$ cat src/rtl/chan_rot_pkg.sv
// Shared channel codes, configuration codes and the rotation step function
// for the colour rotation sequencer. Assumes exactly three colour channels.
package chan_rot_pkg;

    localparam int NCH    = 3;
    localparam int CHAN_W = $clog2(NCH);

    typedef logic [CHAN_W-1:0] chan_t;

    localparam chan_t CH_RED = 2'd0;
    localparam chan_t CH_GRN = 2'd1;
    localparam chan_t CH_BLU = 2'd2;

    localparam logic [1:0] CFG_MONO    = 2'b00;
    localparam logic [1:0] CFG_PIX_PAR = 2'b01;
    localparam logic [1:0] CFG_PIX_ALL = 2'b10;
    localparam logic [1:0] CFG_LINE    = 2'b11;

    // Next channel in the red -> green -> blue -> red order.
    function automatic chan_t chan_next(input chan_t c);
        return (c == CH_BLU) ? CH_RED : chan_t'(c + chan_t'(1));
    endfunction

endpackage

$ cat src/rtl/chan_rot_sync.sv
// Line-sync history tracker: remembers the previously sampled level of the
// line-sync input and flags the first edge at which it is seen low again.
// Assumes line_sync is already synchronous to clk.
module chan_rot_sync (
    input  logic clk,
    input  logic rst_n,
    input  logic line_sync,
    output logic sync_fall
);

    logic prev_q;

    // Keep the level sampled at the previous edge.
    always_ff @(posedge clk) begin
        if (!rst_n) prev_q <= 1'b0;
        else        prev_q <= line_sync;
    end

    assign sync_fall = prev_q & ~line_sync;

endmodule

$ cat src/rtl/chan_rot_ctrl.sv
// Rotation controller: holds the current rotation channel and decides, per
// configuration, whether this edge loads a new channel and which one.
// Also produces the simultaneous-sample strobe for the per-pixel
// three-input scheme.
module chan_rot_ctrl
    import chan_rot_pkg::*;
(
    input  logic       clk,
    input  logic       rst_n,
    input  logic [1:0] cfg,
    input  logic       line_sync,
    input  logic       sync_fall,
    input  logic       mode_wr,
    output chan_t      chan_nxt,
    output logic       load,
    output logic       stb_q
);

    chan_t chan_q;

    // Choose the next channel and whether this edge updates it.
    always_comb begin
        load     = 1'b1;
        chan_nxt = CH_RED;
        case (cfg)
            CFG_MONO: chan_nxt = CH_RED;
            CFG_PIX_PAR, CFG_PIX_ALL: begin
                if (line_sync || sync_fall) chan_nxt = CH_RED;
                else                        chan_nxt = chan_next(chan_q);
            end
            default: begin
                if (mode_wr)        chan_nxt = CH_RED;
                else if (sync_fall) chan_nxt = chan_next(chan_q);
                else begin
                    load     = 1'b0;
                    chan_nxt = chan_q;
                end
            end
        endcase
    end

    // Rotation state register.
    always_ff @(posedge clk) begin
        if (!rst_n)    chan_q <= CH_RED;
        else if (load) chan_q <= chan_nxt;
    end

    // Strobe on every red pixel of the per-pixel three-input scheme.
    always_ff @(posedge clk) begin
        if (!rst_n) stb_q <= 1'b0;
        else        stb_q <= (cfg == CFG_PIX_ALL) && !line_sync && (chan_nxt == CH_RED);
    end

endmodule

$ cat src/rtl/chan_rot_sel.sv
// Output selector: on each load picks the gain and offset of the next channel
// from the register bank and registers them with the two channel indices.
// Assumes load is asserted only at a channel update.
module chan_rot_sel
    import chan_rot_pkg::*;
#(
    parameter int GAIN_W = 6,
    parameter int OFS_W  = 8
) (
    input  logic              clk,
    input  logic              rst_n,
    input  logic [1:0]        cfg,
    input  logic              load,
    input  chan_t             chan_nxt,
    input  logic [GAIN_W-1:0] gain_red,
    input  logic [GAIN_W-1:0] gain_grn,
    input  logic [GAIN_W-1:0] gain_blu,
    input  logic [OFS_W-1:0]  ofs_red,
    input  logic [OFS_W-1:0]  ofs_grn,
    input  logic [OFS_W-1:0]  ofs_blu,
    output chan_t             in_sel,
    output chan_t             par_sel,
    output logic [GAIN_W-1:0] gain_out,
    output logic [OFS_W-1:0]  ofs_out
);

    logic [GAIN_W-1:0] gain_pick;
    logic [OFS_W-1:0]  ofs_pick;
    logic              multi_in;

    // Pick the register pair of the channel about to be loaded.
    always_comb begin
        case (chan_nxt)
            CH_GRN: begin gain_pick = gain_grn; ofs_pick = ofs_grn; end
            CH_BLU: begin gain_pick = gain_blu; ofs_pick = ofs_blu; end
            default: begin gain_pick = gain_red; ofs_pick = ofs_red; end
        endcase
    end

    assign multi_in = (cfg == CFG_PIX_ALL) || (cfg == CFG_LINE);

    // Register indices and settings together at each channel update.
    always_ff @(posedge clk) begin
        if (!rst_n) begin
            in_sel   <= CH_RED;
            par_sel  <= CH_RED;
            gain_out <= '0;
            ofs_out  <= '0;
        end else if (load) begin
            in_sel   <= multi_in ? chan_nxt : CH_RED;
            par_sel  <= chan_nxt;
            gain_out <= gain_pick;
            ofs_out  <= ofs_pick;
        end
    end

endmodule

$ cat src/rtl/chan_rot_seq.sv
// Colour channel gain/offset rotation sequencer top. Connects the line-sync
// tracker, the rotation controller and the output selector. Assumes line_sync
// and mode_wr are synchronous to clk; mode_wr is a one-cycle strobe that
// coincides with the configuration value being written.
module chan_rot_seq
    import chan_rot_pkg::*;
#(
    parameter int GAIN_W = 6,
    parameter int OFS_W  = 8
) (
    input  logic              clk,
    input  logic              rst_n,
    input  logic              line_sync,
    input  logic [1:0]        cfg,
    input  logic              mode_wr,
    input  logic [GAIN_W-1:0] gain_red,
    input  logic [GAIN_W-1:0] gain_grn,
    input  logic [GAIN_W-1:0] gain_blu,
    input  logic [OFS_W-1:0]  ofs_red,
    input  logic [OFS_W-1:0]  ofs_grn,
    input  logic [OFS_W-1:0]  ofs_blu,
    output logic [1:0]        in_sel,
    output logic [1:0]        par_sel,
    output logic [GAIN_W-1:0] gain_out,
    output logic [OFS_W-1:0]  ofs_out,
    output logic              sample_stb
);

    logic  sync_fall;
    logic  load;
    chan_t chan_nxt;

    chan_rot_sync u_sync (
        .clk       (clk),
        .rst_n     (rst_n),
        .line_sync (line_sync),
        .sync_fall (sync_fall)
    );

    chan_rot_ctrl u_ctrl (
        .clk       (clk),
        .rst_n     (rst_n),
        .cfg       (cfg),
        .line_sync (line_sync),
        .sync_fall (sync_fall),
        .mode_wr   (mode_wr),
        .chan_nxt  (chan_nxt),
        .load      (load),
        .stb_q     (sample_stb)
    );

    chan_rot_sel #(
        .GAIN_W (GAIN_W),
        .OFS_W  (OFS_W)
    ) u_sel (
        .clk      (clk),
        .rst_n    (rst_n),
        .cfg      (cfg),
        .load     (load),
        .chan_nxt (chan_nxt),
        .gain_red (gain_red),
        .gain_grn (gain_grn),
        .gain_blu (gain_blu),
        .ofs_red  (ofs_red),
        .ofs_grn  (ofs_grn),
        .ofs_blu  (ofs_blu),
        .in_sel   (in_sel),
        .par_sel  (par_sel),
        .gain_out (gain_out),
        .ofs_out  (ofs_out)
    );

endmodule

$ cat config.mk
export PLATFORM = sky130hd
export DESIGN_NAME = chan_rot_seq
export DESIGN_NICKNAME = d
export VERILOG_FILES = /design/src/rtl/chan_rot_pkg.sv /design/src/rtl/chan_rot_sync.sv /design/src/rtl/chan_rot_ctrl.sv /design/src/rtl/chan_rot_sel.sv /design/src/rtl/chan_rot_seq.sv
export SDC_FILE = /design/constraint.sdc
export NUM_CORES = 1
export LEC_CHECK = 0
export ABC_AREA = 1
export BUFFER_PORTS_ARGS = -buffer_cell sky130_fd_sc_hd__buf_2
export CORE_MARGIN = 3
export CORE_UTILIZATION = 30
export CTS_BUF_LIST = sky130_fd_sc_hd__clkbuf_2 sky130_fd_sc_hd__clkbuf_4 sky130_fd_sc_hd__clkbuf_8
export CTS_CLUSTER_SIZE = 20
export DETAILED_ROUTE_END_ITERATION = 8
export PLACE_DENSITY_LB_ADDON = 0.1
export SYNTH_ARGS = -nofsm -noshare
export SYNTH_HDL_FRONTEND = slang
export SYNTH_SLANG_ARGS = --single-unit
$ cat constraint.sdc
create_clock -name clk -period 2.3 [get_ports clk]
set_input_delay 0.23 -clock clk [delete_from_list [all_inputs] [get_ports clk]]
set_output_delay 0.23 -clock clk [all_outputs]
set_load 0.005 [all_outputs]
==> out/metrics.csv, run 1 <==
metric;value;unit
initial_core_util;31.55;%
p_leak;0.7608;nW
rsz0062_at_grt;no;
start_kind;flip-flop;
period_share;80.85;%
fillers;430;
fin_setup_tns;0;ns
wl_per_cell;12.22;µm
place_hpwl;2.682;mm
cts_root_buffer;clkbuf_8;
cp-startpoint;u_sync.prev_q;
grt_pass1_wl;5.540;mm
required;2.49;ns
drive_gt1_share;35.06;%
fp.dieArea;4662;µm²
dpl_cell_area;1510;µm²
critPathArrivalTime;2.05;ns
status;finished clean;
ys_seq_elements;20;
setup_viol;0;
use_met2;30.93;%
path_clk_slew;0.08;ns
via_per_inst;4.570;
diodes;0;
dr.first_iter.drc_count;50;
cts_buffer_depth;2;
critical_path_peak_fanout;14;
area_growth;35.91;%
ys_types;20;
antenna_left;0;
postLayoutCellArea;1582;µm²
critPathCapture;u_sel.ofs_out[4];
antenna_found_initial;0;
met1_usage;17.03;%
die_w;68.28;µm
worst-setup-path-type;flip-flop to flip-flop;
cts_inserted_buffers;3;
worst_pin_slew;0.4792;ns
cts.sinks;20;
min_path_type;primary input to flip-flop;
r2r-end;u_sel.ofs_out[4];
cts_setup_buffers;0;
dr.pass1.iters;4;
die_h;68.28;µm
synth_area;1164;µm²
grt_overflow_total;0;
cts_hold_buffers;0;
grt_pass1_vias;1269;
track_usage;16.02;%
power.density;595.5;nW/µm²
rows;22;
drc;0;
synth_warnings;0;
top_usage_layer;met2;
syn-instance-count;168;
boundaryPins;67;
worstRegToRegCells;11;
skew;0.002354;ns
syn-mean-instance-area;6.926;µm²
cts_max_level;1;
nets;286;
tritoncts;built;
seq_area_frac_synth;34.41;%
routed_wl;3.409;mm
r2r-start;u_sync.prev_q;
place_ws;0.2814;ns
io_buffers;66;
period_needed;1.860;ns
r2r_slack;0.44;ns
maxCapViolations;0;
max_freq;537.8;MHz
grt_use_met3;4.269;%
ir_drop;0.3560;mV
hold_viol;0;
clock_latency;0.26;ns
crit_slowest_cell;ha_1;
place_congestion;0.7180;
coreArea;3689;µm²
whs;0.2324;ns
via_count;1275;
slew_headroom;68.05;%
synth_nets;222;
holdPathStages;3;
maxSlewViolCount;0;
max_stage_delay;0.46;ns
grt_max_degree;34;
ctsResizeCount;0;
worst_slack;0.4404;ns
endpoint_kind;flip-flop;
path_cells;inv_1 -> nor2_1 -> nand2_1 -> nand3_1 -> nand2_2 -> inv_1 -> ha_1 -> nand2_1 -> nand3_1 -> o21ai_0 -> a21oi_1;
cells in the mapped netlist:
master    instances  area (µm²)
nand2_1          41       153.9
dfxtp_1          20       400.4
nand3_1          18       90.09
a21oi_1          17       85.08
o21ai_0          16       80.08
o21ai_1          12       60.06
inv_1            11       41.29
nor2_1            7       26.28
ha_1              6       75.07
buf_4             3       22.52
buf_6             3       33.78
buf_2             2       10.01
inv_2             2       7.510
nand2_2           2       12.51
nand2_4           2       22.52
nand4_1           2       12.51
a21oi_2           1       8.760
clkbuf_2          1       5.000
nand3_2           1       10.01
or2_2             1       6.260
worst max-delay path, delay by kind of cell (launching register included):
kind | cells | cell delay (ns)
DFF | 1 | 0.37
buffers and inverters | 2 | 0.17
adders and majority gates | 1 | 0.46
and+or+nand+nor | 6 | 0.55
AOI/OAI and AO/OA | 2 | 0.25
flip-flops by register name, summed over array words and instances (netlist names):
register and flops:
u_sel.gain_out 6, u_sel.in_sel 2, u_ctrl.stb_q 1, u_sync.prev_q 1
u_sel.ofs_out 8, u_sel.par_sel 2
kinds of logic after synthesis:
logic type | after synthesis | synth area share (%)
adder cells (fa/ha/maj) | 6 | 6.451
flip-flops | 20 | 34.41
AO/OA/AOI/OAI | 46 | 20.11
AND/OR/NAND/NOR | 74 | 28.71
buffers and inverters | 22 | 10.32
cell usage in the layout (no fill, tap or decap):
cell,count
dfxtp_1,20
bufinv_16,1
nand2_1,41
nand3_1,18
nand4_1,2
a21oi_1,17
buf_2,66
buf_4,1
o21ai_1,12
ha_1,6
nor2_1,7
inv_1,11
o21ai_0,16
buf_12,1
nand3_2,1
nand2_2,2
a21oi_2,1
clkbuf_8,3
inv_2,2
nand2_4,2
or2_2,1
worst min-delay path by stage:
stage	slack, ns	end	startpoint
after floorplan	0.32	u_sync.prev_q	line_sync
after global placement	0.46	u_sel.in_sel[0]	u_sel.in_sel[0]
final	0.23	u_sync.prev_q	line_sync
after detailed placement	0.46	u_sel.in_sel[0]	u_sel.in_sel[0]
after global routing	0.25	u_sel.gain_out[5]	gain_red[5]
after CTS	0.24	u_sync.prev_q	line_sync
where the power goes:
part	switching [mW]	leakage, nW	total (mW)	internal [mW]
registers	0.0146	0.166	0.390	0.375
logic	0.106	0.560	0.201	0.0954
clock network	0.118	0.0357	0.350	0.232
total	0.239	0.761	0.942	0.703
cell type report:
type / count / area (µm²) / area share [%]
multi-input combinational: 126 / 643.1 / 40.66
sequential: 20 / 400.4 / 25.32
timing repair buffer: 68 / 357.8 / 22.63
tap: 48 / 60.06 / 3.797
inverter: 13 / 48.80 / 3.085
clock buffer: 3 / 41.29 / 2.611
clock inverter: 1 / 30.03 / 1.899
per-layer routing:
metal	wire length [µm]	vias up
met2	1815	33
li1	-	683
met3	188	5
met5	0	-
met1	1378	554
met4	27	0
through the flow:
step           util (%)  power [mW]  cells
2_1_floorplan         -      0.5075    168
3_3_place_gp      40.94      0.6039    275
3_5_place_dp      40.94      0.6032    275
4_1_cts           42.88      0.9554    279
5_1_grt           42.88       1.004    279
6_report          42.88      0.9417    279
Note: power is estimated with default switching activity, not from simulation.
==> run 2, diff against run 1 <==
- clock period: 2.3 -> 1.7 ns (I/O delays scaled with it)
==> out/metrics.csv, run 2 (same netlist as run 1, synthesis figures left out) <==
metric;value;unit
grt_pass1_vias;1175;
tritoncts;built;
grt_pass1_wl;5.395;mm
slew_headroom;77.28;%
die_h;68.28;µm
dr.first_iter.drc_count;24;
fillers;399;
layout_common_cells;66 x buf_2, 41 x nand2_1, 18 x o21ai_1;
whs;0.1700;ns
diodes;0;
power.density;703.1;nW/µm²
initial_core_util;31.55;%
maxCapViolations;0;
worst-setup-path-type;flip-flop to flip-flop;
via_per_inst;4.617;
postLayoutCellArea;1755;µm²
drive_gt1_share;44.77;%
min_path_type;primary input to flip-flop;
grt_max_degree;34;
cts_buffer_depth;2;
cts_setup_buffers;0;
coreArea;3689;µm²
track_usage;15.42;%
status;finished clean;
crit_slowest_cell;dfxtp_4;
via_count;1325;
worst-path-buf-inv;3;
path_cells;inv_2 -> nor2_1 -> nand4_1 -> nand2_2 -> inv_2 -> ha_4 -> clkbuf_16 -> o21ai_0 -> a21oi_1;
final_util;47.59;%
use_met2;28.88;%
boundaryPins;67;
rows;22;
place_ws;-0.2704;ns
worst_slack;0.07869;ns
clock_latency;0.26;ns
cts_max_level;1;
fp.dieArea;4662;µm²
final_common_cell;buf_2;
dr.pass1.iters;4;
nets;294;
path_clk_slew;0.08;ns
fin_setup_tns;0;ns
top_regs;u_sel.ofs_out x8, u_sel.gain_out x6;
cts.sinks;20;
required;1.84;ns
ir_drop;0.6011;mV
cts_inserted_buffers;3;
antenna_found_initial;0;
met1_usage;17.74;%
largest_register_ff_count;8;
fin_cells;287;
regMostFlops;u_sel.ofs_out;
period_needed;1.621;ns
critical_path_peak_fanout;14;
endpoint_kind;flip-flop;
area_growth;50.86;%
finalPower;1.234;mW
die_w;68.28;µm
top_usage_layer;met2;
dpl.cell_count;281;
setup_viol;0;
start_kind;flip-flop;
antenna_left;0;
place_hpwl;2.650;mm
grt_overflow_total;0;
skew;0.002816;ns
max_freq;616.8;MHz
hold_viol;0;
critPathArrivalTime;1.76;ns
max_stage_delay;0.37;ns
period_share;95.37;%
p_leak;0.8229;nW
dpl_cell_area;1568;µm²
io_buffers;66;
routed_wl;3.596;mm
cp_common_cell;inv_2;
worst_pin_slew;0.3406;ns
drc;0;
cp_top_family;flip-flops;
place_congestion;0.7361;
grt_use_met3;3.941;%
cts_root_buffer;clkbuf_8;
maxSlewViolCount;0;
wl_per_cell;12.53;µm
run 2: cell count changes in the layout (fill, tap and decap cells not counted), moves of 2 or more:
cell | before | now
o21ai_0 | 16 | 5
o21ai_1 | 12 | 18
buf_4 | 1 | 6
o21ai_2 | 0 | 5
inv_1 | 11 | 7
dfxtp_1 | 20 | 17
ha_1 | 6 | 3
ha_4 | 0 | 3
inv_2 | 2 | 5
clkbuf_16 | 0 | 2
dfxtp_2 | 0 | 2
nand3_1 | 18 | 16
nand3_2 | 1 | 3
run 2: cell type report:
cell class                 count  area (µm²)  share of cell area (%)
sequential                    20       406.6                   23.16
inverter                      13       51.30                   2.922
tap                           48       60.06                   3.421
clock buffer                   4       55.05                   3.136
multi-input combinational    126       716.9                   40.84
timing repair buffer          76       465.4                   26.51
run 2: final timing paths:
| path | start | end | slack (ns) | depth (start not counted) |
|---|---|---|---|---|
| max reg2reg | u_sel.par_sel[0] | u_sel.ofs_out[0] | 0.08 | 9 |
| min | line_sync | u_sync.prev_q | 0.17 | 3 |
| max | u_sel.par_sel[0] | u_sel.ofs_out[0] | 0.08 | 9 |
| min reg2reg | u_sel.in_sel[0] | u_sel.in_sel[0] | 0.47 | 2 |
run 2: routing by layer:
metal	routed length [µm]	part of all wire, %
met1	1517	42
met2	1858	52
met3	209	5.8
met4	10	0.28
met5	0	0
run 2: report_power, final:
part | switching (mW) | leakage [nW] | internal (mW)
registers | 0.0208 | 0.167 | 0.507
clock network | 0.159 | 0.0288 | 0.206
logic | 0.167 | 0.627 | 0.174
run 2: timing repair:
item / 4_1_cts / 5_1_grt
pin swaps: 0 / 4
hold buffers: 0 / 0
gates resized for setup: 10 / 25
cloned: 0 / 2
setup endpoints to repair: 14 / 14
run 2: tightest hold or removal path, stage by stage:
cell and delay, ns:
buf_2 0.14, nand2_1 0.06, inv_1 0.03
